--- config.mk ---
export PLATFORM = sky130hd
export DESIGN_NAME = pcimw_xlate_top
export DESIGN_NICKNAME = d
export VERILOG_FILES = /design/src/rtl/pcimw_pkg.sv /design/src/rtl/pcimw_regfile.sv /design/src/rtl/pcimw_win_base.sv /design/src/rtl/pcimw_xlate_stage.sv /design/src/rtl/pcimw_xlate_top.sv
export SDC_FILE = /design/constraint.sdc
export NUM_CORES = 1
export LEC_CHECK = 0
export BUFFER_PORTS_ARGS = -buffer_cell sky130_fd_sc_hd__buf_4
export CAP_MARGIN = 20
export CORE_MARGIN = 8
export CORE_UTILIZATION = 40
export CTS_BUF_LIST = sky130_fd_sc_hd__clkbuf_8
export CTS_CLUSTER_DIAMETER = 60
export DETAILED_ROUTE_END_ITERATION = 10
export HOLD_SLACK_MARGIN = 0.15
export PLACE_DENSITY = 0.62
export SLEW_MARGIN = 20
export SYNTH_ARGS = -nofsm -noshare
export SYNTH_HDL_FRONTEND = slang
export SYNTH_SLANG_ARGS = --single-unit
export TNS_END_PERCENT = 50
--- constraint.sdc ---
create_clock -name clk -period 5 [get_ports clk]
set_input_delay 1 -clock clk [delete_from_list [all_inputs] [get_ports clk]]
set_output_delay 1 -clock clk [all_outputs]
set_load 0.01 [all_outputs]
--- src/rtl/pcimw_pkg.sv ---
package pcimw_pkg;
  localparam int DATA_W  = 32;
  localparam int NUM_WIN = 3;
  localparam int WIN_W   = 2;
  localparam int REG_AW  = 8;

  localparam logic [NUM_WIN*DATA_W-1:0] SIZES_NIB =
    {32'h1000_0000, 32'h1000_0000, 32'h0C00_0000};
  localparam logic [NUM_WIN*DATA_W-1:0] SIZES_MSK =
    {32'h0800_0000, 32'h0400_0000, 32'h0100_0000};

  typedef enum logic {VAR_NIBBLE = 1'b0, VAR_MASKED = 1'b1} variant_e;
endpackage

--- src/rtl/pcimw_regfile.sv ---
module pcimw_regfile #(
  parameter int NUM_WIN = 3,
  parameter int DW      = 32,
  parameter int REG_AW  = 8,
  parameter logic [REG_AW-1:0] BASEMAP_OFS = 8'h00,
  parameter logic [REG_AW-1:0] SIDEMAP_OFS = 8'h10
) (
  input  logic                  clk,
  input  logic                  rst,
  input  logic                  req,
  input  logic                  we,
  input  logic [REG_AW-1:0]     addr,
  input  logic [DW/8-1:0]       be,
  input  logic [DW-1:0]         wdata,
  output logic [DW-1:0]         rdata,
  output logic                  err,
  output logic [NUM_WIN*DW-1:0] basemap_flat
);
  localparam int STRIDE = DW / 8;

  logic [DW-1:0]      basemap_q [NUM_WIN];
  logic [DW-1:0]      sidemap_q [NUM_WIN];
  logic [NUM_WIN-1:0] base_hit;
  logic [NUM_WIN-1:0] side_hit;
  logic               full_word;
  logic               mapped;
  logic               acc_ok;
  logic [DW-1:0]      rd_mux;

  for (genvar i = 0; i < NUM_WIN; i++) begin : g_dec
    assign base_hit[i] = (addr == REG_AW'(BASEMAP_OFS + STRIDE*i));
    assign side_hit[i] = (addr == REG_AW'(SIDEMAP_OFS + STRIDE*i));
    assign basemap_flat[i*DW +: DW] = basemap_q[i];
  end

  assign full_word = (be == {STRIDE{1'b1}});
  assign mapped    = (|base_hit) | (|side_hit);
  assign acc_ok    = req & full_word & mapped;

  always_comb begin
    rd_mux = '0;
    for (int i = 0; i < NUM_WIN; i++) begin
      if (base_hit[i]) rd_mux = rd_mux | basemap_q[i];
      if (side_hit[i]) rd_mux = rd_mux | sidemap_q[i];
    end
  end

  always_ff @(posedge clk) begin
    if (rst) begin
      err   <= 1'b0;
      rdata <= '0;
      for (int i = 0; i < NUM_WIN; i++) begin
        basemap_q[i] <= '0;
        sidemap_q[i] <= '0;
      end
    end else begin
      err   <= req & ~(full_word & mapped);
      rdata <= (acc_ok & ~we) ? rd_mux : '0;
      for (int i = 0; i < NUM_WIN; i++) begin
        if (acc_ok & we & base_hit[i]) basemap_q[i] <= wdata;
        if (acc_ok & we & side_hit[i]) sidemap_q[i] <= wdata;
      end
    end
  end
endmodule

--- src/rtl/pcimw_win_base.sv ---
module pcimw_win_base #(
  parameter int DW = 32,
  parameter logic [DW-1:0] SIZE_NIB = 32'h1000_0000,
  parameter logic [DW-1:0] SIZE_MSK = 32'h0100_0000
) (
  input  logic          variant,
  input  logic [DW-1:0] basemap,
  output logic [DW-1:0] base,
  output logic [DW-1:0] size
);
  localparam int          NIB_SHIFT = DW - 4;
  localparam logic [DW-1:0] KEEP_MSK = ~(SIZE_MSK - 1);

  always_comb begin
    if (variant == pcimw_pkg::VAR_MASKED) begin
      base = basemap & KEEP_MSK;
      size = SIZE_MSK;
    end else begin
      base = basemap << NIB_SHIFT;
      size = SIZE_NIB;
    end
  end
endmodule

--- src/rtl/pcimw_xlate_stage.sv ---
module pcimw_xlate_stage #(
  parameter int NUM_WIN = 3,
  parameter int WIN_W   = 2,
  parameter int DW      = 32
) (
  input  logic                  clk,
  input  logic                  rst,
  input  logic                  valid,
  input  logic [WIN_W-1:0]      win,
  input  logic [DW-1:0]         off,
  input  logic [NUM_WIN*DW-1:0] base_flat,
  input  logic [NUM_WIN*DW-1:0] size_flat,
  output logic                  rvalid,
  output logic [DW-1:0]         addr,
  output logic                  oor
);
  logic [DW-1:0] sel_base;
  logic [DW-1:0] sel_size;
  logic          win_ok;
  logic          in_rng;
  logic [DW-1:0] nxt_addr;

  always_comb begin
    sel_base = '0;
    sel_size = '0;
    win_ok   = 1'b0;
    for (int i = 0; i < NUM_WIN; i++) begin
      if (win == WIN_W'(i)) begin
        sel_base = base_flat[i*DW +: DW];
        sel_size = size_flat[i*DW +: DW];
        win_ok   = 1'b1;
      end
    end
    in_rng   = win_ok && (off < sel_size);
    nxt_addr = in_rng ? (sel_base + off) : '0;
  end

  always_ff @(posedge clk) begin
    if (rst) begin
      rvalid <= 1'b0;
      addr   <= '0;
      oor    <= 1'b0;
    end else begin
      rvalid <= valid;
      addr   <= valid ? nxt_addr : '0;
      oor    <= valid & ~in_rng;
    end
  end
endmodule

--- src/rtl/pcimw_xlate_top.sv ---
module pcimw_xlate_top #(
  parameter int NUM_WIN = pcimw_pkg::NUM_WIN,
  parameter int DW      = pcimw_pkg::DATA_W,
  parameter int WIN_W   = pcimw_pkg::WIN_W,
  parameter int REG_AW  = pcimw_pkg::REG_AW,
  parameter logic [NUM_WIN*DW-1:0] SIZES_NIB = pcimw_pkg::SIZES_NIB,
  parameter logic [NUM_WIN*DW-1:0] SIZES_MSK = pcimw_pkg::SIZES_MSK
) (
  input  logic              clk,
  input  logic              rst,
  input  logic              variant_sel,
  input  logic              reg_req,
  input  logic              reg_we,
  input  logic [REG_AW-1:0] reg_addr,
  input  logic [DW/8-1:0]   reg_be,
  input  logic [DW-1:0]     reg_wdata,
  output logic [DW-1:0]     reg_rdata,
  output logic              reg_err,
  input  logic              xl_valid,
  input  logic [WIN_W-1:0]  xl_win,
  input  logic [DW-1:0]     xl_off,
  output logic              xl_rvalid,
  output logic [DW-1:0]     xl_addr,
  output logic              xl_oor
);
  logic [NUM_WIN*DW-1:0] basemap_flat;
  logic [NUM_WIN*DW-1:0] base_flat;
  logic [NUM_WIN*DW-1:0] size_flat;

  pcimw_regfile #(
    .NUM_WIN(NUM_WIN), .DW(DW), .REG_AW(REG_AW)
  ) regs_i (
    .clk(clk), .rst(rst), .req(reg_req), .we(reg_we), .addr(reg_addr),
    .be(reg_be), .wdata(reg_wdata), .rdata(reg_rdata), .err(reg_err),
    .basemap_flat(basemap_flat)
  );

  for (genvar i = 0; i < NUM_WIN; i++) begin : g_win
    pcimw_win_base #(
      .DW(DW),
      .SIZE_NIB(SIZES_NIB[i*DW +: DW]),
      .SIZE_MSK(SIZES_MSK[i*DW +: DW])
    ) wb_i (
      .variant(variant_sel),
      .basemap(basemap_flat[i*DW +: DW]),
      .base(base_flat[i*DW +: DW]),
      .size(size_flat[i*DW +: DW])
    );
  end

  pcimw_xlate_stage #(
    .NUM_WIN(NUM_WIN), .WIN_W(WIN_W), .DW(DW)
  ) xl_i (
    .clk(clk), .rst(rst), .valid(xl_valid), .win(xl_win), .off(xl_off),
    .base_flat(base_flat), .size_flat(size_flat),
    .rvalid(xl_rvalid), .addr(xl_addr), .oor(xl_oor)
  );
endmodule

* Word-level counts from Yosys, hierarchy flattened
Memory sizes are Yosys's and may differ from the RTL's.
Cells that the tools add are included.
** Cells by class
- Add/sub/neg operators :: 1
- Order comparisons :: 1
- Equal/unequal tests :: 8
- Mux-type cells :: 47
- Bitwise operators :: 30
- Reduce and logical (&&, ||, !) cells :: 7
** Operators with widths (count)
- $mux W32 :: 18
- $or A32 B32 Y32 :: 5
- $mux W29 :: 4
- $mux W28 :: 2
- $add A32 B32 Y32 :: 1
- $lt A32 B29 Y1 :: 1
- $eq A8 B5 Y1 const B :: 3
- $mux W1 :: 23
- $and A1 B1 Y1 :: 13
- $reduce_or A3 Y1 :: 3
- $eq A8 B3 Y1 const B :: 1
- $eq A8 B4 Y1 const B :: 1
- $logic_not A8 Y1 :: 1
- $or A1 B1 Y1 :: 7
- $not A1 Y1 :: 5
- $eq A4 B4 Y1 const B :: 1
- $eq A2 B1 Y1 const B :: 1
- $eq A2 B2 Y1 const B :: 1
- $logic_not A2 Y1 :: 1
- $reduce_or A2 Y1 :: 1
- $logic_and A1 B1 Y1 :: 1
** Storage, ports and cells
- Register bits :: 67
- Memory bits (writable) :: 192
- Input bits :: 84
- Output and inout port bits :: 67
- Memories :: 2
** Memory list
- regs_i.basemap_q :: words 3, width 32, rd ports 3, clocked after Yosys merged registers in 0, wr ports 3, line pcimw_regfile.sv:21 : logic [DW-1:0] basemap_q [NUM_WIN];
- regs_i.sidemap_q :: words 3, width 32, rd ports 3, clocked after Yosys merged registers in 0, wr ports 3, line pcimw_regfile.sv:22 : logic [DW-1:0] sidemap_q [NUM_WIN];

* Depth between registers and ports, before layout
- Depth in word-level cells :: 12
- Depth in mapped cells :: 12

* By module
From an unflattened synthesis, not the netlist that was laid out.
** Unflattened totals
- Cells, all modules :: 1332
- Area, all modules :: 14686.6 um^2
** By module, submodules not included
- pcimw_regfile :: times used 1, cells each 550, area each 8754.6 um^2, seq. area each 6426.2 um^2
- pcimw_xlate_stage :: times used 1, cells each 585, area each 4393.0 um^2, seq. area each 680.7 um^2
- pcimw_win_base (g_win[0].wb_i ...) :: times used 2, cells each 66, area each 521.8 um^2, seq. area each 0.0 um^2
- pcimw_win_base (g_win[2].wb_i) :: times used 1, cells each 65, area each 495.5 um^2, seq. area each 0.0 um^2

* Worst setup path after synthesis
OpenSTA, ideal clock, no wires.
- Kind :: input -> register
- Start point :: in reg_addr[3]
- End point :: mem regs_i.basemap_q[1][0], in the netlist regs_i.basemap_q[0][32], enable pin
- Arrival time :: 4.304 ns
- Setup slack :: 0.226 ns
- Stages on the path :: 5
- Buffers on the path :: 2
- Cell sequence :: buf_2 > nor3_1 > nand2_1 > clkbuf_1 > o31ai_1
** RTL lines
- start, declared :: line pcimw_xlate_top.sv:14 : input logic [REG_AW-1:0] reg_addr,
- end, declared :: line pcimw_regfile.sv:21

==> results.sh <==
export IMPL_rsz0062_at_grt="no"
export IMPL_synth_seq_cells=259
export IMPL_period_minus_slack_ns=3.182
export IMPL_drc=0
export IMPL_power_frac_comb_pct=6.8
export IMPL_whs_path_depth=3
export IMPL_syn_area_sq_mm=0.01034
export IMPL_grt_overflow_total=0
export IMPL_max_freq_mhz=314.3
export IMPL_core_sq_mm=0.02569
export IMPL_p_per_area_mw_per_mm2=351.0
export IMPL_syn_to_final_growth_pct=23.50
export IMPL_cts_root_buffer="clkbuf_8"
export IMPL_synthTopCellsByCount="192 x edfxtp_1, 93 x and2_1, 93 x mux2i_1"
export IMPL_synthesis_nets=810
export IMPL_critPathLaunchType="primary input"
export IMPL_crit_buf_inv=2
export IMPL_cp_cell_sequence="buf_4, nand4_1, o21ai_4, buf_4"
export IMPL_async_flop_share_pct=0
export IMPL_die_h_um=176.8
export IMPL_synthTopCellsByArea="edfxtp_1 56%, dfxtp_1 13%, mux2i_1 9.0%"
export IMPL_synth_edff_count=192
export IMPL_drv_slew=0
export IMPL_tritoncts="built"
export IMPL_crit_arrival_ns=3.37
export IMPL_ys_warn_count=0
export IMPL_cp_slowest_cell="buf_4"
export IMPL_wire_per_inst_um=19.64
export IMPL_synthDistinctLibCells=46
export IMPL_leakage_nw=5.074
export IMPL_ctsHtreeMaxLevel=2
export IMPL_drtPass1Iterations=5
export IMPL_holdBufCountCts=0
export IMPL_finClkSkew_ns=0.02110
export IMPL_die_x_um=176.8
export IMPL_pwr_share_clk_pct=39.4
export IMPL_die_area_sq_mm=0.03126
export IMPL_switching_share_pct=22.40
export IMPL_cp_max_fo=59
export IMPL_diodes=0
export IMPL_ant_nets=0
export IMPL_drv_cap=0
export IMPL_grt_start_max_net_pins=60
export IMPL_first_global_vias=6535
export IMPL_yosysTopAreaCellShare_pct=55.73
export IMPL_portBuffers=150
export IMPL_wirelength_mm=24.66
export IMPL_pin_count=151
export IMPL_vias=6342
export IMPL_final_nets=980
export IMPL_grt_pass1_wl_mm=37.59
export IMPL_cp_end_kind="register"
export IMPL_synth_area_per_cell_sq_um=14.47
export IMPL_cts_sinks=259
export IMPL_status="finished clean"
export IMPL_synth_most_common_cell="edfxtp_1"
export IMPL_period_share_pct=63.63
export IMPL_cp_depth=4
export IMPL_yosysSeqAreaShare_pct=68.70
export IMPL_start_util_pct=40.27
export IMPL_synthFlopType="edfxtp_1"
export IMPL_setup_tns_ns=0
export IMPL_layout_drive_gt1_share_pct=25.95
export IMPL_switchingPower_mw=1.004
export IMPL_tightest_slew_ns=1.018
export IMPL_synth_top_area_cell="edfxtp_1"
export IMPL_required_ns=5.19
export IMPL_clockBufferDepth=3
export IMPL_clock_latency_ns=0.54
export IMPL_power_ir_vdd_worst_mv=0.1566
export IMPL_fp_row_count=59
export IMPL_drtIter0Drc=464
export IMPL_synth_cells=715
export IMPL_whs_ns=0.6203
export IMPL_pwr_share_seq_pct=53.8
export IMPL_cpPeakStageDelay_ns=0.74
export IMPL_dp_hpwl_mm=15.88
export IMPL_cts_setup_buffers=0
export IMPL_finalHoldViolCount=0
export IMPL_setup_viol_count_final=0
export IMPL_internal_power_mw=3.480
export IMPL_relSlewSlack_pct=32.16
export IMPL_grtUsageTotal_pct=15.54
export IMPL_cp_top_family="buffers and inverters"
export IMPL_worstRegToRegCells=9
export IMPL_cts_resized=0
export IMPL_viasPerCell=5.049
export IMPL_antenna_found_initial=0
export IMPL_min_delay_path_class="register to register"
export IMPL_power_mw=4.484
export IMPL_clkTransAtPathRegs_ns=0.06
export IMPL_critPathKind="primary input to register"
export IMPL_cp_common_cell="buf_4"
export IMPL_numCtsBuffers=44
export IMPL_gp_congestion=0.7678
stage by stage:
step	utilization (%)	std cells	cell area [sq um]	worst slack, ns
3_5_place_dp	46.43	1174	11930	1.216
4_1_cts	49.70	1256	12770	1.787
3_3_place_gp	46.43	1174	11930	1.314
2_1_floorplan	-	715	10340	0.2258
6_report	49.73	1256	12780	1.818
5_1_grt	49.73	1256	12780	1.699
worst min-delay path, delay by kind of cell (launching register included):
family / cells / cell delay, ns
multiplexers: 1 / 0.06
flip-flops: 1 / 0.32
AO/OA/AOI/OAI: 1 / 0.14
AND/OR/NAND/NOR: 1 / 0.07
placed cells by master, fill, tap and decap left out, drive strengths merged, types with 4 or more instances in the layout:
cell      count
a211oi       16
nand2        12
clkinvlp      4
o21a          4
nor3          4
nor3b         4
nor2b         4
and2         93
nand2b        5
mux4          5
ha           10
buf         165
edfxtp      192
dfxtp        67
a2bb2oi      23
clkinv        7
nor2         51
a21oi        12
inv          32
mux2i        93
o22ai        27
clkbuf       49
xnor2         4
o21ai         9
sequential cells by signal, summed over array words and instances (netlist names):
register,cells
regs_i.basemap_q,96
regs_i.sidemap_q,96
regs_i.rdata,32
xl_i.addr,32
regs_i.err,1
xl_i.oor,1
xl_i.rvalid,1
path summary, 6_finish.rpt:
path | start | to | slack, ns
hold reg to reg | regs_i.basemap_q[0][88] | regs_i.rdata[24] | 0.62
setup reg to reg | regs_i.basemap_q[0][60] | xl_i.addr[31] | 2.73
setup / recovery | reg_addr[4] | regs_i.sidemap_q[0][87] | 1.82
hold / removal | regs_i.basemap_q[0][88] | regs_i.rdata[24] | 0.62
routing by layer:
metal / global-route usage, % / vias up / share of wire (%)
met5: 0 / - / 0
met4: 5.219 / 0 / 2.4
met3: 3.627 / 50 / 7.6
met2: 25.80 / 247 / 47
met1: 19.71 / 3023 / 43
li1: - / 3022 / -
power by group through the flow:
stage | clock network, mW | registers [mW] | logic (mW)
4_1_cts | 1.81 | 2.41 | 0.310
3_5_place_dp | 0 | 2.46 | 0.309
6_report | 1.76 | 2.41 | 0.307
3_3_place_gp | 0 | 2.46 | 0.306
5_1_grt | 1.90 | 2.42 | 0.335
2_1_floorplan | 0 | 2.45 | 0.179
cell families after synthesis:
family	Yosys count	synth area share [%]
AND/OR/NAND/NOR	188	10.20
adder cells (fa/ha/maj)	11	1.403
flip-flops	259	68.70
buffers and inverters	52	2.262
AO/OA/AOI/OAI	103	7.015
multiplexers	98	10.09
XOR/XNOR	4	0.3386
area by class of cell:
cell class	instances	area, sq um
Timing Repair Buffer	165	1276
Clock inverter	33	166.4
Multi-Input combinational cell	404	3092
Tap cell	335	419.2
Inverter	11	41.29
Clock buffer	49	674.4
Fill cell	2220	12910
Sequential cell	259	7107
No activity file was read; power rests on OpenSTA's default activity.
